--- config.mk ---
export PLATFORM = sky130hd
export DESIGN_NAME = lcd_tri_drive
export DESIGN_NICKNAME = d
export VERILOG_FILES = /design/src/rtl/lcd_tri_pkg.sv /design/src/rtl/lcd_prescale.sv /design/src/rtl/lcd_phase_seq.sv /design/src/rtl/lcd_com_line.sv /design/src/rtl/lcd_seg_line.sv /design/src/rtl/lcd_tri_drive.sv
export SDC_FILE = /design/constraint.sdc
export NUM_CORES = 1
export LEC_CHECK = 0
export ABC_AREA = 1
export BUFFER_PORTS_ARGS = -buffer_cell sky130_fd_sc_hd__buf_2
export CAP_MARGIN = 10
export CORE_MARGIN = 8
export CORE_UTILIZATION = 40
export CTS_CLUSTER_DIAMETER = 80
export DETAILED_ROUTE_END_ITERATION = 16
export PLACE_DENSITY_LB_ADDON = 0.1
export SYNTH_ARGS = -nofsm -noshare
export SYNTH_HDL_FRONTEND = slang
export SYNTH_HIERARCHICAL = 1
export SYNTH_SLANG_ARGS = --single-unit
--- constraint.sdc ---
create_clock -name clk_i -period 1.95 [get_ports clk_i]
set_input_delay 0.0975 -clock clk_i [delete_from_list [all_inputs] [get_ports clk_i]]
set_output_delay 0.0975 -clock clk_i [all_outputs]
set_load 0.01 [all_outputs]
--- src/rtl/lcd_tri_pkg.sv ---
package lcd_tri_pkg;
  typedef enum logic [1:0] {
    LVL_TOP = 2'd0,
    LVL_HI  = 2'd1,
    LVL_LO  = 2'd2,
    LVL_BOT = 2'd3
  } lvl_e;

  localparam int unsigned NUM_PHASES = 6;
  localparam int unsigned NUM_COMS   = 3;
  localparam int unsigned PW         = $clog2(NUM_PHASES);

  typedef logic [PW-1:0] phase_t;
endpackage

--- src/rtl/lcd_prescale.sv ---
module lcd_prescale #(
  parameter int unsigned DIV = 4
) (
  input  logic clk_i,
  input  logic rst_ni,
  input  logic halt_i,
  output logic tick_o
);
  localparam int unsigned CW = (DIV > 1) ? $clog2(DIV) : 1;
  localparam logic [CW-1:0] LAST = CW'(DIV - 1);

  logic [CW-1:0] cnt_q;

  always_ff @(posedge clk_i or negedge rst_ni) begin
    if (!rst_ni)               cnt_q <= '0;
    else if (halt_i)           cnt_q <= '0;
    else if (cnt_q == LAST)    cnt_q <= '0;
    else                       cnt_q <= cnt_q + 1'b1;
  end

  assign tick_o = (cnt_q == LAST) && !halt_i;

  a_r2_cnt_range: assert property (@(posedge clk_i) disable iff (!rst_ni)
    int'(cnt_q) < int'(DIV));
  a_r7_halt_clears: assert property (@(posedge clk_i) disable iff (!rst_ni)
    halt_i |=> (cnt_q == '0));
endmodule

--- src/rtl/lcd_phase_seq.sv ---
module lcd_phase_seq
  import lcd_tri_pkg::*;
(
  input  logic       clk_i,
  input  logic       rst_ni,
  input  logic       halt_i,
  input  logic       tick_i,
  output logic [1:0] act_o,
  output logic       neg_o,
  output logic       wrap_o
);
  localparam phase_t LAST_PH = phase_t'(NUM_PHASES - 1);
  localparam phase_t HALF_PH = phase_t'(NUM_COMS);

  phase_t phase_q;

  always_ff @(posedge clk_i or negedge rst_ni) begin
    if (!rst_ni)                       phase_q <= '0;
    else if (halt_i)                   phase_q <= '0;
    else if (tick_i && phase_q == LAST_PH) phase_q <= '0;
    else if (tick_i)                   phase_q <= phase_q + 1'b1;
  end

  assign neg_o  = (phase_q >= HALF_PH);
  assign act_o  = neg_o ? 2'(phase_q - HALF_PH) : 2'(phase_q);
  assign wrap_o = tick_i && (phase_q == LAST_PH);

  a_r2_phase_range: assert property (@(posedge clk_i) disable iff (!rst_ni)
    phase_q <= LAST_PH);
  a_r2_phase_step: assert property (@(posedge clk_i) disable iff (!rst_ni)
    (tick_i && !halt_i) |=> phase_q == (($past(phase_q) == LAST_PH) ? phase_t'(0) : $past(phase_q) + 1'b1));
  a_r2_phase_hold: assert property (@(posedge clk_i) disable iff (!rst_ni)
    (!tick_i && !halt_i) |=> $stable(phase_q));
endmodule

--- src/rtl/lcd_com_line.sv ---
module lcd_com_line
  import lcd_tri_pkg::*;
#(
  parameter int unsigned IDX = 0
) (
  input  logic [1:0] act_i,
  input  logic       neg_i,
  input  logic       shut_i,
  output logic [1:0] lvl_o
);
  lvl_e lvl;

  always_comb begin
    if (shut_i)                    lvl = LVL_TOP;
    else if (act_i == 2'(IDX))     lvl = neg_i ? LVL_BOT : LVL_TOP;
    else                           lvl = neg_i ? LVL_HI  : LVL_LO;
  end

  assign lvl_o = lvl;
endmodule

--- src/rtl/lcd_seg_line.sv ---
module lcd_seg_line
  import lcd_tri_pkg::*;
(
  input  logic       clk_i,
  input  logic       rst_ni,
  input  logic [2:0] on_i,
  input  logic [1:0] act_i,
  input  logic       neg_i,
  input  logic       shut_i,
  output logic [1:0] lvl_o
);
  lvl_e lvl;
  logic sel_on;

  assign sel_on = on_i[act_i];

  always_comb begin
    if (shut_i)       lvl = LVL_TOP;
    else if (neg_i)   lvl = sel_on ? LVL_TOP : LVL_LO;
    else              lvl = sel_on ? LVL_BOT : LVL_HI;
  end

  assign lvl_o = lvl;

  // segment always stays on the side away from the active common
  a_r4_side_pos: assert property (@(posedge clk_i) disable iff (!rst_ni)
    (!shut_i && !neg_i) |-> (lvl_o == 2'd1 || lvl_o == 2'd3));
  a_r4_side_neg: assert property (@(posedge clk_i) disable iff (!rst_ni)
    (!shut_i && neg_i) |-> (lvl_o == 2'd0 || lvl_o == 2'd2));
endmodule

--- src/rtl/lcd_tri_drive.sv ---
module lcd_tri_drive
  import lcd_tri_pkg::*;
#(
  parameter int unsigned N_LINES   = 4,
  parameter int unsigned PHASE_DIV = 92593
) (
  input  logic                   clk_i,
  input  logic                   rst_ni,
  input  logic                   shutdown_i,
  input  logic [3*N_LINES-1:0]   seg_i,
  output logic [2*NUM_COMS-1:0]  com_o,
  output logic [2*N_LINES-1:0]   seg_o
);
  localparam int unsigned SW = NUM_COMS * N_LINES;

  logic          tick;
  logic          wrap;
  logic [1:0]    act;
  logic          neg;
  logic [SW-1:0] shadow_q;
  logic [NUM_COMS-1:0] com_ext;

  lcd_prescale #(.DIV(PHASE_DIV)) u_pre (
    .clk_i  (clk_i),
    .rst_ni (rst_ni),
    .halt_i (shutdown_i),
    .tick_o (tick)
  );

  lcd_phase_seq u_seq (
    .clk_i  (clk_i),
    .rst_ni (rst_ni),
    .halt_i (shutdown_i),
    .tick_i (tick),
    .act_o  (act),
    .neg_o  (neg),
    .wrap_o (wrap)
  );

  // pattern only moves at frame boundary; tracks input while shut down
  always_ff @(posedge clk_i or negedge rst_ni) begin
    if (!rst_ni)                  shadow_q <= '0;
    else if (wrap || shutdown_i)  shadow_q <= seg_i;
  end

  for (genvar c = 0; c < NUM_COMS; c++) begin : g_com
    lcd_com_line #(.IDX(c)) u_com (
      .act_i  (act),
      .neg_i  (neg),
      .shut_i (shutdown_i),
      .lvl_o  (com_o[2*c +: 2])
    );
    assign com_ext[c] = (com_o[2*c +: 2] == 2'd0) || (com_o[2*c +: 2] == 2'd3);
  end

  for (genvar k = 0; k < N_LINES; k++) begin : g_seg
    lcd_seg_line u_seg (
      .clk_i  (clk_i),
      .rst_ni (rst_ni),
      .on_i   (shadow_q[3*k +: 3]),
      .act_i  (act),
      .neg_i  (neg),
      .shut_i (shutdown_i),
      .lvl_o  (seg_o[2*k +: 2])
    );
  end

  a_r3_one_active: assert property (@(posedge clk_i) disable iff (!rst_ni)
    !shutdown_i |-> $onehot(com_ext));
  a_r6_shadow_hold: assert property (@(posedge clk_i) disable iff (!rst_ni)
    (!wrap && !shutdown_i) |=> $stable(shadow_q));
  a_r7_shutdown_idle: assert property (@(posedge clk_i) disable iff (!rst_ni)
    shutdown_i |-> (com_o == '0 && seg_o == '0));
  a_r8_restart: assert property (@(posedge clk_i) disable iff (!rst_ni)
    $fell(shutdown_i) |-> (com_o[1:0] == 2'd0));
endmodule

After elaboration in Yosys (flattened, before gate mapping). Cells that the tools add are included.

Word-level logic and storage cells: 56. Input port bits: 15. Memories: 0. Bits in writable memories: 0. Output and inout bits: 14. Latch bits: 0. ROM bits: 0. Register bits: 32.

Order comparisons: 2. Multiplexer cells: 38. Div/mod/pow operators: 0. Equal/unequal tests: 4. Shifts and indexed selects: 0. Multiply operators: 0. Reduce and logical (&&, ||, !) cells: 6. Bitwise logic cells: 0. Add/subtract/negate cells: 3.

Operators by type and width (count): 2-bit 2-to-1 mux (25); 17-bit 2-to-1 mux (2); 17-bit by 1-bit adder with 17-bit output (second input constant) (1); 17-bit equality test (second input constant) (1); 3-bit 2-to-1 mux (3); 1-bit binary-select mux with 2-bit select (4); 1-bit 2-to-1 mux (4); 3-bit by 1-bit adder with 3-bit output (second input constant) (1); 3-bit equality test (second input constant) (1); 3-bit by 2-bit greater-or-equal comparator with 1-bit output (second input constant) (1); 2-bit by 3-bit < comparator with 1-bit output (second input constant) (1); 3-bit nonzero test (1); 2-bit by 1-bit equality test with 1-bit output (second input constant) (1); 2-bit equality test (second input constant) (1); 1-bit logical AND (2); 2-bit zero test (1); 2-bit subtractor (second input constant) (1); 1-bit zero test (1); 1-bit logical OR (1).

Depth between registers and ports, before layout.
Depth after elaboration: 7. Depth in mapped cells: 12. Mapped depth without buffers: 11.

By module. The synthesis kept the hierarchy.

Modules (own cells, without submodules): lcd_prescale (cells an instance 132, instances 1, sequential area each 425.4 sq um, area each 992.2 sq um); lcd_tri_drive (cells an instance 52, instances 1, sequential area each 300.3 sq um, area each 478.0 sq um); lcd_seg_line (cells an instance 15, instances 4, sequential area each 0.0 sq um, area each 73.8 sq um); lcd_phase_seq (cells an instance 35, instances 1, sequential area each 75.1 sq um, area each 234.0 sq um); lcd_com_line (g_com[1].u_com ...) (cells an instance 8, instances 2, sequential area each 0.0 sq um, area each 33.8 sq um); lcd_com_line (g_com[0].u_com) (cells an instance 7, instances 1, sequential area each 0.0 sq um, area each 27.5 sq um).

Worst setup path after synthesis. Ideal clock, no wire load.

Path kind: reg2out. From: reg u_seq.phase_q[0]. To: out seg_o[1]. Arrival time: 1837 ps. Slack: 16 ps. Cell stages (with the launch flop): 12. Path buffers: 0. Data required time: 1852 ps. Cell sequence: dfrtp_1 > ha_1 > ha_1 > nor2_2 > nand2_2 > nand2_1 > nand2_1 > inv_1 > nand3_2 > nand3_2 > nand2_1 > nor2_1.

Word-level cells in the longest chain between the ends: 7. Elaborated cells on any way between the ends: 9. Classes of those cells: 1 x add/sub; 1 x order compare; 7 x mux.

Ends and longest elaborated chain: start, declared (RTL line lcd_phase_seq.sv:15) `phase_t phase_q;`; start signal, assigned (RTL line lcd_phase_seq.sv:21) `else if (tick_i) phase_q <= phase_q + 1'b1;`; 3-bit by 2-bit greater-or-equal comparator with 1-bit output (*) (RTL line lcd_phase_seq.sv:24) `assign neg_o = (phase_q >= HALF_PH);`; via neg (RTL line lcd_tri_drive.sv:19) `logic neg;`; 2-bit 2-to-1 mux (*) (RTL line lcd_phase_seq.sv:25) `assign act_o = neg_o ? 2'(phase_q - HALF_PH) : 2'(phase_q);`; via act[1] (RTL line lcd_tri_drive.sv:18) `logic [1:0] act;`; 1-bit binary-select mux with 2-bit select (*) (RTL line lcd_seg_line.sv:15) `assign sel_on = on_i[act_i];`; 1-bit 2-to-1 mux (implied by the code) (*) (RTL line lcd_seg_line.sv:15); 2-bit 2-to-1 mux (on tied branches) (RTL line lcd_seg_line.sv:20, lcd_seg_line.sv:19); 2-bit 2-to-1 mux (*) (RTL line lcd_seg_line.sv:19) `else if (neg_i) lvl = sel_on ? LVL_TOP : LVL_LO;`; 2-bit 2-to-1 mux (*) (RTL line lcd_seg_line.sv:18) `if (shut_i) lvl = LVL_TOP;`; end, declared (RTL line lcd_tri_drive.sv:12) `output logic [2*N_LINES-1:0] seg_o`.

Mark *: on every way through the listed nets, which the timed path passes. The rest lies on a longest branch. The select of a mux whose other input is x is not followed.

Worst setup path after layout.
From: reg u_seq.phase_q[1]. To: out seg_o[7].

Same word-level chain as after synthesis.

==> results.cfg <==
[sta]
rsz0062_at_grt = yes
clock-skew-final_ns = 0.00455
setup_viol = 7
fmax_mhz = 477
fin_crit_ns = 2.10
finalCritPeriodShare = 1.07
final.setup.worst_slack_ns = -0.146
timing_hold_violations_final = 0
fin_hold_ws_ns = 0.0401
tightest_slew_ns = 0.710
maxSlewViolCount = 0
maxSlewHeadroom = 0.527

[cells_and_area]
num-fill-cells = 507
multi_input_area_um2 = 1200
final_common_cell = nand2_1
drive_above_1_share = 0.303
n_antenna_cell = 0
post-route-util = 0.527
regArea_um2 = 801
final_nets = 369
synthToLayoutAreaGrowth_pct = 27.7
final_cell_mix = 70 x nand2_1, 50 x nor2_1, 40 x inv_1, 32 x dfrtp_1, 28 x buf_2

[clock_tree]
cts-buffers-inserted = 5
clock_path_buffers = 2
clkSlewWorstSetupHoldPaths_ns = 0.07
cts_tree = done
clkLatencyLatePin_ns = 0.28
cts-root-buf = clkbuf_8
htree_levels = 2
clkSinkCount = 32

[yosys]
synth_area_leader_cell = dfrtp_1
yosysWarnings = 6
ys_top_cells_by_area = dfrtp_1 38%, nand2_1 13%, nor2_1 9.3%
ys_ff_latch = 32
synth_nets = 322
syn_inst = 302
synth_top_area_share = 0.382
yosys.cell_types.count = 23
synth_area_per_cell_um2 = 6.94
syn-cell-area_um2 = 2090
ys_seq_area_frac = 0.382

[floorplanning]
die_w_um = 88.4
ios = 29
core_area_um2 = 5070
die_h_um = 88.4
die_area_um2 = 7810
initial_utilization = 0.413
num_rows = 26

[power]
p_switching_uw = 349
power.density_nw_per_um2 = 515
power.internal_uw = 1030
power.leakage_uw = 0.00138
p_comb_frac = 0.104
worst_ir_drop_vdd_mv = 0.362
swShare = 0.254
power_frac_clock = 0.381
seqPwrFrac = 0.515

[placed_design]
post-dp-hpwl_um = 3500
portBuffers = 28
gp_congestion = 0.833

[worst_hold_path]
hp-class = in -> reg
min_from = seg_i[1]

[global_routing]
grt_pass1_vias = 1909
grt_pass1_wl_um = 8580
grt_util_all_layers = 0.140
grt_max_degree = 33
grt-ovfl-total = 0
antenna_found_initial = 0

[detailed_routing]
dr.pass1.iters = 4
wl_per_cell_um = 11.7
drc = 0
wl_um = 4930
ant_nets = 0
route.vias.total = 1926
first_iter_violations = 53
viasPerCell = 4.59

[setup_path]
crit_required_ns = 1.85
critical_path_class = reg -> out
critical-path-top-delay-family = simple AND/OR/NAND/NOR gates
r2r-start = u_pre/cnt_q[0]$_DFF_PN0_
cp-end-kind = output pin
worstPathMaxFanout = 7
crit_start = u_seq/phase_q[1]$_DFFE_PN0P_
slowest_stage = dfrtp_1
worstPathCellList = ha_2 -> ha_4 -> nor2_4 -> buf_6 -> nand2_4 -> nand2_4 -> nand2_8 -> inv_1 -> nand3_2 -> nand3_2 -> nand2_1 -> nor2_1 -> buf_2
cp-start-kind = flop
cp.buffers_inverters = 3
cp_data_arrival_time_ns = 2.00
slowest_delay_ns = 0.38

[run]
max-cap-violations = 0

[run_status]
violations = negative setup slack
outcome = finished, violations left
[logic make-up (layout without fill, tap and decap cells)]
family / after synthesis / after routing / synth area share
buffers and inverters: 55 / 102 / 0.103
DFF: 32 / 32 / 0.382
adders and majority gates: 5 / 5 / 0.0299
and+or+nand+nor: 178 / 179 / 0.389
xor gates and xnor gates: 8 / 8 / 0.0335
AOI/OAI and AO/OA: 24 / 24 / 0.0615
[flip-flops by register name, summed over array words and instances, names as in the netlist]
signal	count
shadow_q	12
u_seq/phase_q	3
u_pre/cnt_q	17
[tightest hold or removal path, stage by stage]
cell,delay [ns]
buf_2,0.07
o21ai_0,0.07
nand2_1,0.05
[metrics by stage]
stage | instances | cell area [µm²] | TNS [ns] | setup WS (ns) | total power (µW)
final | 420 | 2670 | -0.725 | -0.146 | 1380
after global routing | 420 | 2670 | -1.49 | -0.256 | 1460
after CTS | 420 | 2650 | -0.544 | -0.113 | 1400
after detailed placement | 407 | 2390 | -0.0321 | -0.0117 | 865
after global placement | 407 | 2390 | 0 | 0.0331 | 863
after floorplan | 302 | 2090 | 0 | 0.0157 | 802
[routing by layer]
| layer | routed length [µm] | GRT usage | part of all wire | vias up |
|---|---|---|---|---|
| met5 | 0 | 0 | 0 | - |
| met4 | 55 | 0.0476 | 0.011 | 0 |
| met3 | 269 | 0.0334 | 0.055 | 5 |
| met2 | 2380 | 0.247 | 0.48 | 38 |
| met1 | 2220 | 0.160 | 0.45 | 860 |
| li1 | - | - | - | 1023 |
[timing repair]
item,CTS,global route
cloned,2,0
setup endpoints to repair,7,17
endpoints found under the hold margin,32,0
buffers inserted,2,0
resized for setup,28,7
pin swaps,8,3
hold buffers,1,0
[synth_stat cells (all sizes together)]
cell	instances
clkbuf	1
inv	51
buf	3
dfrtp	32
xor2	5
nand3	32
o21ai	16
nand4	3
nor2	59
a21oi	5
ha	5
o21bai	1
a31oi	2
xnor2	3
nand2	84
[area by class of cell]
type | count | share of cell area
Clock buffer | 6 | 0.0309
Clock inverter | 2 | 0.00374
Inverter | 51 | 0.0735
Multi-Input combinational cell | 216 | 0.449
Sequential cell | 32 | 0.299
Tap cell | 70 | 0.0328
Timing Repair Buffer | 43 | 0.110
[worst paths after layout]
| kind | to | slack, ns | cells after the start |
|---|---|---|---|
| worst max-delay path | seg_o[7] | -0.15 | 13 |
| max in group asynchronous | shadow_q[11]$_DFFE_PN0P_ | 1.09 | 2 |
| min in group asynchronous | u_pre/cnt_q[1]$_DFF_PN0_ | 0.41 | 2 |
| worst min-delay path | shadow_q[1]$_DFFE_PN0P_ | 0.04 | 3 |
| worst max register to register | shadow_q[6]$_DFFE_PN0P_ | 0.23 | 11 |
| worst min register to register | shadow_q[3]$_DFFE_PN0P_ | 0.48 | 2 |
[power by group through the flow]
stage | clock (µW) | sequential, µW | combinational, µW
finish | 524 | 710 | 144
global route | 578 | 713 | 166
CTS | 546 | 710 | 146
detailed placement | 0 | 721 | 144
global placement | 0 | 721 | 142
floorplan | 0 | 717 | 85.5
(Power assumes the default switching activity.)
